$ cat config.mk
export PLATFORM = sky130hd
export DESIGN_NAME = refclk_gen
export DESIGN_NICKNAME = d
export VERILOG_FILES = /design/src/rtl/refclk_pkg.sv /design/src/rtl/refclk_quarter.sv /design/src/rtl/refclk_div.sv /design/src/rtl/refclk_pinmux.sv /design/src/rtl/refclk_gen.sv
export SDC_FILE = /design/constraint.sdc
export NUM_CORES = 1
export LEC_CHECK = 0
export ABC_CLOCK_PERIOD_IN_PS = 5450
export BUFFER_PORTS_ARGS = -buffer_cell sky130_fd_sc_hd__buf_2
export CAP_MARGIN = 5
export CELL_PAD_IN_SITES_DETAIL_PLACEMENT = 1
export CELL_PAD_IN_SITES_GLOBAL_PLACEMENT = 1
export CORE_MARGIN = 5
export CORE_UTILIZATION = 41
export CTS_CLUSTER_SIZE = 10
export DETAILED_ROUTE_END_ITERATION = 12
export PLACE_DENSITY = 0.86
export SLEW_MARGIN = 10
export SYNTH_ARGS = -nofsm -noshare
export SYNTH_HDL_FRONTEND = slang
export SYNTH_HIERARCHICAL = 1
export SYNTH_SLANG_ARGS = --single-unit
$ cat constraint.sdc
create_clock -name clk -period 5.45 [get_ports clk]
set_clock_uncertainty 0.1 [all_clocks]
set_input_delay 1.635 -clock clk [delete_from_list [all_inputs] [get_ports clk]]
set_output_delay 1.635 -clock clk [all_outputs]
set_load 0.1 [all_outputs]
$ cat src/rtl/refclk_pkg.sv
// Shared types for the reference clock generator.
// Assumes the duty field is exactly two bits wide.
package refclk_pkg;
    typedef enum logic [1:0] {
        DUTY_OFF  = 2'b00,
        DUTY_Q1   = 2'b01,
        DUTY_HALF = 2'b10,
        DUTY_Q3   = 2'b11
    } duty_e;
endpackage

$ cat src/rtl/refclk_quarter.sv
// Free-running system-clock/4 source for the pin override.
// Assumes sleep freezes the count, as a stopped system clock would.
module refclk_quarter #(
    parameter int PRE_W = 2
) (
    input  logic clk,
    input  logic rst_n,
    input  logic sleep,
    output logic q_lvl
);
    logic [PRE_W-1:0] pre;

    // Count system clocks unless asleep.
    always_ff @(posedge clk) begin
        if (!rst_n)      pre <= '0;
        else if (!sleep) pre <= pre + 1'b1;
    end

    assign q_lvl = pre[PRE_W-1];


    quarter_freeze_chk: assert property (@(posedge clk) disable iff (!rst_n)
        sleep |=> $stable(pre));
endmodule

$ cat src/rtl/refclk_div.sv
// Power-of-two divider with selectable duty. The ratio and duty are held
// and reloaded only at a period boundary or while disabled. Ratio 1
// passes the clock level through. Assumes a synchronous sleep input.
module refclk_div
    import refclk_pkg::*;
#(
    parameter int DIV_W = 3
) (
    input  logic             clk,
    input  logic             rst_n,
    input  logic             sleep,
    input  logic             mod_en,
    input  logic [DIV_W-1:0] div_sel,
    input  logic [1:0]       duty_sel,
    output logic             run,
    output logic             ref_lvl
);
    localparam int CNT_W = (1 << DIV_W) - 1;
    localparam int PER_W = CNT_W + 1;

    logic             en_q, sleep_q, wrap;
    logic [DIV_W-1:0] act_div;
    duty_e            act_duty;
    logic [CNT_W-1:0] cnt, last;
    logic [PER_W-1:0] period, hi_cnt;

    // Period length and last count for the held ratio.
    always_comb begin
        period = PER_W'(1) << act_div;
        last   = CNT_W'(period - 1'b1);
        wrap   = (cnt == last);
    end

    // High-cycle count for the held duty; ratio 2 rounds to one cycle.
    always_comb begin
        case (act_duty)
            DUTY_OFF:  hi_cnt = '0;
            DUTY_Q1:   hi_cnt = period >> 2;
            DUTY_HALF: hi_cnt = period >> 1;
            default:   hi_cnt = (period >> 1) + (period >> 2);
        endcase
        if (act_duty != DUTY_OFF && act_div <= DIV_W'(1)) hi_cnt = PER_W'(1);
    end

    // Sample enable, reload fields at boundaries, advance the phase count.
    always_ff @(posedge clk) begin
        if (!rst_n) begin
            en_q     <= 1'b0;
            sleep_q  <= 1'b0;
            act_div  <= '0;
            act_duty <= DUTY_OFF;
            cnt      <= '0;
        end else begin
            sleep_q <= sleep;
            if (!sleep) begin
                en_q <= mod_en;
                if (!en_q || wrap) begin
                    act_div  <= div_sel;
                    act_duty <= duty_e'(duty_sel);
                    cnt      <= '0;
                end else begin
                    cnt <= cnt + 1'b1;
                end
            end
        end
    end

    // Output level: pass-through at ratio 1, compare otherwise.
    always_comb begin
        if (!en_q)                ref_lvl = 1'b0;
        else if (act_div == '0)   ref_lvl = (act_duty != DUTY_OFF) && (clk || sleep_q);
        else                      ref_lvl = (PER_W'(cnt) < hi_cnt);
    end

    assign run = en_q;


    div_freeze_chk: assert property (@(posedge clk) disable iff (!rst_n)
        sleep |=> ($stable(cnt) && $stable(act_div) && $stable(act_duty) && $stable(en_q)));

    mid_period_hold_chk: assert property (@(posedge clk) disable iff (!rst_n)
        (en_q && !wrap) |=> ($stable(act_div) && $stable(act_duty)));

    cnt_in_period_chk: assert property (@(posedge clk) disable iff (!rst_n)
        (cnt <= last));

    idle_cnt_chk: assert property (@(posedge clk) disable iff (!rst_n)
        (!en_q && !sleep) |=> (cnt == '0));
endmodule

$ cat src/rtl/refclk_pinmux.sv
// Pin owner selection: the /4 override first, then an oscillator claim,
// then the gated reference clock. Purely combinational.
module refclk_pinmux (
    input  logic sysout_en,
    input  logic xtal_own,
    input  logic out_en,
    input  logic run,
    input  logic ref_lvl,
    input  logic q_lvl,
    output logic pin
);
    // Priority select of the pin drive value.
    always_comb begin
        if (sysout_en)          pin = q_lvl;
        else if (xtal_own)      pin = 1'b0;
        else if (out_en && run) pin = ref_lvl;
        else                    pin = 1'b0;
    end
endmodule

$ cat src/rtl/refclk_gen.sv
// Top of the reference clock generator: divider, /4 override source
// and pin mux. Assumes all control inputs are synchronous to clk.
module refclk_gen #(
    parameter int DIV_W = 3,
    parameter int PRE_W = 2
) (
    input  logic             clk,
    input  logic             rst_n,
    input  logic             sleep,
    input  logic             mod_en,
    input  logic             out_en,
    input  logic [DIV_W-1:0] div_sel,
    input  logic [1:0]       duty_sel,
    input  logic             sysout_en,
    input  logic             xtal_own,
    output logic             pin_out
);
    logic run, ref_lvl, q_lvl;

    refclk_div #(.DIV_W(DIV_W)) u_div (
        .clk(clk), .rst_n(rst_n), .sleep(sleep), .mod_en(mod_en),
        .div_sel(div_sel), .duty_sel(duty_sel), .run(run), .ref_lvl(ref_lvl)
    );

    refclk_quarter #(.PRE_W(PRE_W)) u_quarter (
        .clk(clk), .rst_n(rst_n), .sleep(sleep), .q_lvl(q_lvl)
    );

    refclk_pinmux u_mux (
        .sysout_en(sysout_en), .xtal_own(xtal_own), .out_en(out_en),
        .run(run), .ref_lvl(ref_lvl), .q_lvl(q_lvl), .pin(pin_out)
    );
endmodule

# ---- Yosys cells after proc, flatten, opt, wreduce, memory -nomap -nowiden
# Cells that the tools add are included.
dict set report op_classes {
  n_eq_ne 3
  order_cmp 2
  n_addsub 4
  shift 1
  bitwise_logic 1
  muxes 8
  reduce_logical 10
}
# operator count
set op_table {}
lappend op_table {{one-hot mux 8 bit (3 select lines)} 1}
lappend op_table {{adder 7 x 6 -> 8 bit} 1}
lappend op_table {{< comparator 7 x 8 -> 1 bit} 1}
lappend op_table {{2-to-1 mux 8 bit} 1}
lappend op_table {{left shift 1 x 3 -> 8 bit (first input constant)} 1}
lappend op_table {{adder 7 x 1 -> 7 bit (second input constant)} 1}
lappend op_table {{== test 7 bit} 1}
lappend op_table {{2-to-1 mux 7 bit} 1}
lappend op_table {{subtractor 7 x 1 -> 7 bit (second input constant)} 1}
lappend op_table {{2-to-1 mux 1 bit} 5}
lappend op_table {{less-or-equal comparator 3 x 1 -> 1 bit (second input constant)} 1}
lappend op_table {{logical AND 1 bit} 3}
lappend op_table {{zero test 3 bit} 1}
lappend op_table {{adder 2 x 1 -> 2 bit (second input constant)} 1}
lappend op_table {{== test 2 x 1 -> 1 bit (second input constant)} 1}
lappend op_table {{== test 2 bit (second input constant)} 1}
lappend op_table {{zero test 2 bit} 1}
lappend op_table {{logical OR 1 bit} 2}
lappend op_table {{AND reduction 2 bit} 1}
lappend op_table {{nonzero test 2 bit} 1}
lappend op_table {{zero test 1 bit} 1}
lappend op_table {{NOT 1 bit} 1}
dict set report totals {
  ff_bits 16
  inputBits 12
  word_cells 35
  output_inout_bits 1
}

# ---- Logic depth before layout (Yosys ltp)
dict set report logic_depth {
  ltp_word 10
  mapped_depth 20
  mapped_depth_nobuf 18
}

# ---- Cells and area by module
# The synthesis kept the hierarchy.
# module area_each_um2 seq_area_each_um2 cells_per_inst instances
set modules_own_cells {}
lappend modules_own_cells {refclk_div 1584.0 280.3 201 1}
lappend modules_own_cells {refclk_quarter 85.1 40.0 8 1}
lappend modules_own_cells {refclk_pinmux 17.5 0.0 3 1}

==> flow_metrics.env <==
export IMPL_place_inst=283
export IMPL_die_area_sq_mm=0.005497
export IMPL_synth_edf_count=0
export IMPL_syn_nets=243
export IMPL_core_sq_mm=0.004000
export IMPL_nets=277
export IMPL_rsz0062_at_grt="true"
export IMPL_r2r_cells=12
export IMPL_num_rows=23
export IMPL_cts_tree="done"
export IMPL_pwr_density_cell_mw_per_mm2=193.2
export IMPL_overflow=0
export IMPL_power_w=0.0004256
export IMPL_numPortBuffers=12
export IMPL_crit_arrival_ns=4.07
export IMPL_die_h_microns=74.14
export IMPL_synth_top_flop_cell="dfxtp_1"
export IMPL_synth_cell_types=57
export IMPL_r2r_start="u_div/act_div[0]"
export IMPL_hpwlAfterDp_mm=3.997
export IMPL_crit_fanout=5
export IMPL_max_freq_ghz=0.1722
export IMPL_fill_cells=478
export IMPL_drt_iter0_markers=90
export IMPL_p_leak_nw=0.9326
export IMPL_syn_inst=212
export IMPL_place_congestion=0.9168
export IMPL_worst_slew_pin_slew_ns=0.6079
export IMPL_post_drt_via_cell_ratio=5.956
export IMPL_die_w_microns=74.14
export IMPL_min_from="u_quarter/pre[1]"
export IMPL_wirelength_mm=6.321
export IMPL_yosysWarnings=6
export IMPL_ir_worst_vdd_mv=0.2116
export IMPL_top_usage_layer="met2"
export IMPL_yosys_register_bits=16
export IMPL_antenna_found_initial=0
export IMPL_worst_skew_pair_late_latency_ns=0.35
export IMPL_fin_cells=295
export IMPL_yosysSeqAreaShare=0.1899
export IMPL_areaGrowthSynthToFinish_pct=30.64
export IMPL_vias=1757
export IMPL_startpoint="u_div/act_div[2]"
export IMPL_wl_per_cell_microns=21.43
export IMPL_grt_start_max_net_pins=24
export IMPL_violations="setup timing"
export IMPL_period_minus_slack_ns=5.808
export IMPL_ant_nets=0
export IMPL_required_ns=3.72
export IMPL_start_util=0.4216
export IMPL_grtUsageMet2=0.4301
export IMPL_min_period_over_period=1.066
export IMPL_grt_usage=0.2505
export IMPL_criticalPathCategory="reg2out"
export IMPL_hold_path_end="u_quarter/pre[1]"
export IMPL_fin_ws_ns=-0.3584
export IMPL_layout_drive_gt1_share=0.3143
export IMPL_placed_area_sq_mm=0.001946
export IMPL_clk_pin_slew_ns=0.06
export IMPL_setup_viol=2
export IMPL_final_area_sq_mm=0.002203
export IMPL_grt_first_pass_wirelength_mm=10.07
export IMPL_hold_viol=0
export IMPL_syn_avg_cell_area_sq_um=7.956
export IMPL_async_reset_ff_frac=0
export IMPL_worst_r2r_setup_slack_ns=2.20
export IMPL_synthesis_area_sq_mm=0.001687
export IMPL_grt_util_met3=0.05676
export IMPL_drcViolationCount=0
export IMPL_outcome="finished with violations"
export IMPL_slew_headroom=0.5942
export IMPL_met1_usage=0.2744
export IMPL_drv_cap=0
export IMPL_n_antenna_cell=0
export IMPL_cp_start_kind="register"
export IMPL_grt_pass1_vias=1965
export IMPL_crit_path_end_kind="output pin"
export IMPL_hp_class="reg2reg"
export IMPL_holdWs_ns=0.3825
export IMPL_r2r_end="u_div/act_duty[0]"
export IMPL_boundaryPins=13
export IMPL_slew_viol_final=0
export IMPL_drtPass1Iterations=4
export IMPL_worstHoldPathCells=2
cell families (layout without fill, tap and decap cells):
logic type,after synthesis,count (layout),synth area share
AOI/OAI and AO/OA,50,50,0.1988
xor gates and xnor gates,14,14,0.07270
adders and majority gates,19,19,0.1410
buffers and inverters,21,54,0.05341
DFF,16,16,0.1899
muxes,9,9,0.05416
and+or+nand+nor,83,83,0.2901
final cells by class:
cell class	instances	area, sq um	share of cell area
multi-input cells	175	1414	0.6417
flip-flops and latches	16	329.1	0.1493
repair buffers	39	265.3	0.1204
clock buffers	7	102.6	0.04656
well taps	50	62.56	0.02839
inverters	8	30.03	0.01363
per-stage QoR:
stage          utilization  setup slack (ns)  setup TNS (ns)
2_1_floorplan            -          0.005983               0
3_3_place_gp        0.4864           -0.1008         -0.1008
3_5_place_dp        0.4864           -0.2012         -0.2012
4_1_cts             0.5471           -0.2237         -0.2237
5_1_grt             0.5508           -0.5349         -0.5349
6_report            0.5508           -0.3584         -0.3584
synthesized netlist by cell type (5+ instances only):
master	instances	share of area
a21oi_1	9	0.027
a32oi_1	5	0.026
and3_1	5	0.019
clkbuf_1	9	0.020
dfxtp_1	16	0.19
ha_1	19	0.14
inv_1	7	0.016
mux2i_1	8	0.047
nand2_1	20	0.045
nand2b_1	5	0.019
nor2_1	10	0.022
nor2b_1	11	0.041
nor3b_1	5	0.022
o21ai_0	12	0.036
xnor2_1	9	0.047
xor2_1	5	0.026
repair_timing:
action	in CTS	in global routing
setup endpoints to repair	2	2
pin swaps	23	11
gates resized for setup	21	7
hold buffers	0	0
hold endpoints to repair	0	0
buffers inserted	6	0
registers in the layout (all words and copies together), names as in the netlist:
register	cells
u_div/cnt	7
u_div/act_div	3
u_div/act_duty	2
u_quarter/pre	2
u_div/run	1
u_div/sleep_q	1
per-layer routing:
metal / part of all wire / wire [microns]
met2: 0.51 / 3201
met5: 0 / 0
met1: 0.40 / 2558
met4: 0.056 / 353
met3: 0.033 / 208
cells in the final DEF (no fill, tap or decap), drive strengths merged, types with 3 or more instances in the layout:
cell	netlist	layout
a21oi	12	12
o21ai	16	16
and3	5	5
nor3	5	5
nand2b	5	5
buf	4	40
a32oi	5	5
nand3	4	4
nor2b	11	11
nand2	20	20
dfxtp	16	16
mux2i	8	8
ha	19	19
xor2	5	5
or3b	3	3
nor3b	6	6
inv	8	8
xnor2	9	9
clkbuf	9	6
nor2	10	10
worst max-delay path: stages, from the launching register on:
cell and delay [ns]:
dfxtp_2 0.34, buf_4 0.14, nand3b_1 0.20, buf_4 0.18, ha_4 0.28, ha_4 0.16
nand3_4 0.09, xnor2_2 0.20, a21oi_2 0.07, o21ai_1 0.16, a22oi_1 0.12, ha_1 0.35
a21o_1 0.21, a21oi_2 0.12, nor2b_1 0.06, o311ai_1 0.25, and3_1 0.22, nand4b_1 0.17
o21ai_4 0.20, buf_12 0.19
how the worst max path moves through the flow:
stage	end	slack, ns	cells after the start
after global placement	pin_out	-0.10	18
after global routing	pin_out	-0.53	19
after CTS	pin_out	-0.22	16
final	pin_out	-0.36	19
after detailed placement	pin_out	-0.20	18
after floorplan	pin_out	0.006	18
power breakdown:
part	leakage [nW]	total (W)	internal [W]	switching, W
Sequential	0.132	0.000133	0.000122	0.0000110
Combinational	0.732	0.000131	0.0000599	0.0000712
Clock	0.0682	0.000162	0.000104	0.0000573
Total	0.933	0.000426	0.000286	0.000139
Power figures use the tool's default switching activity.
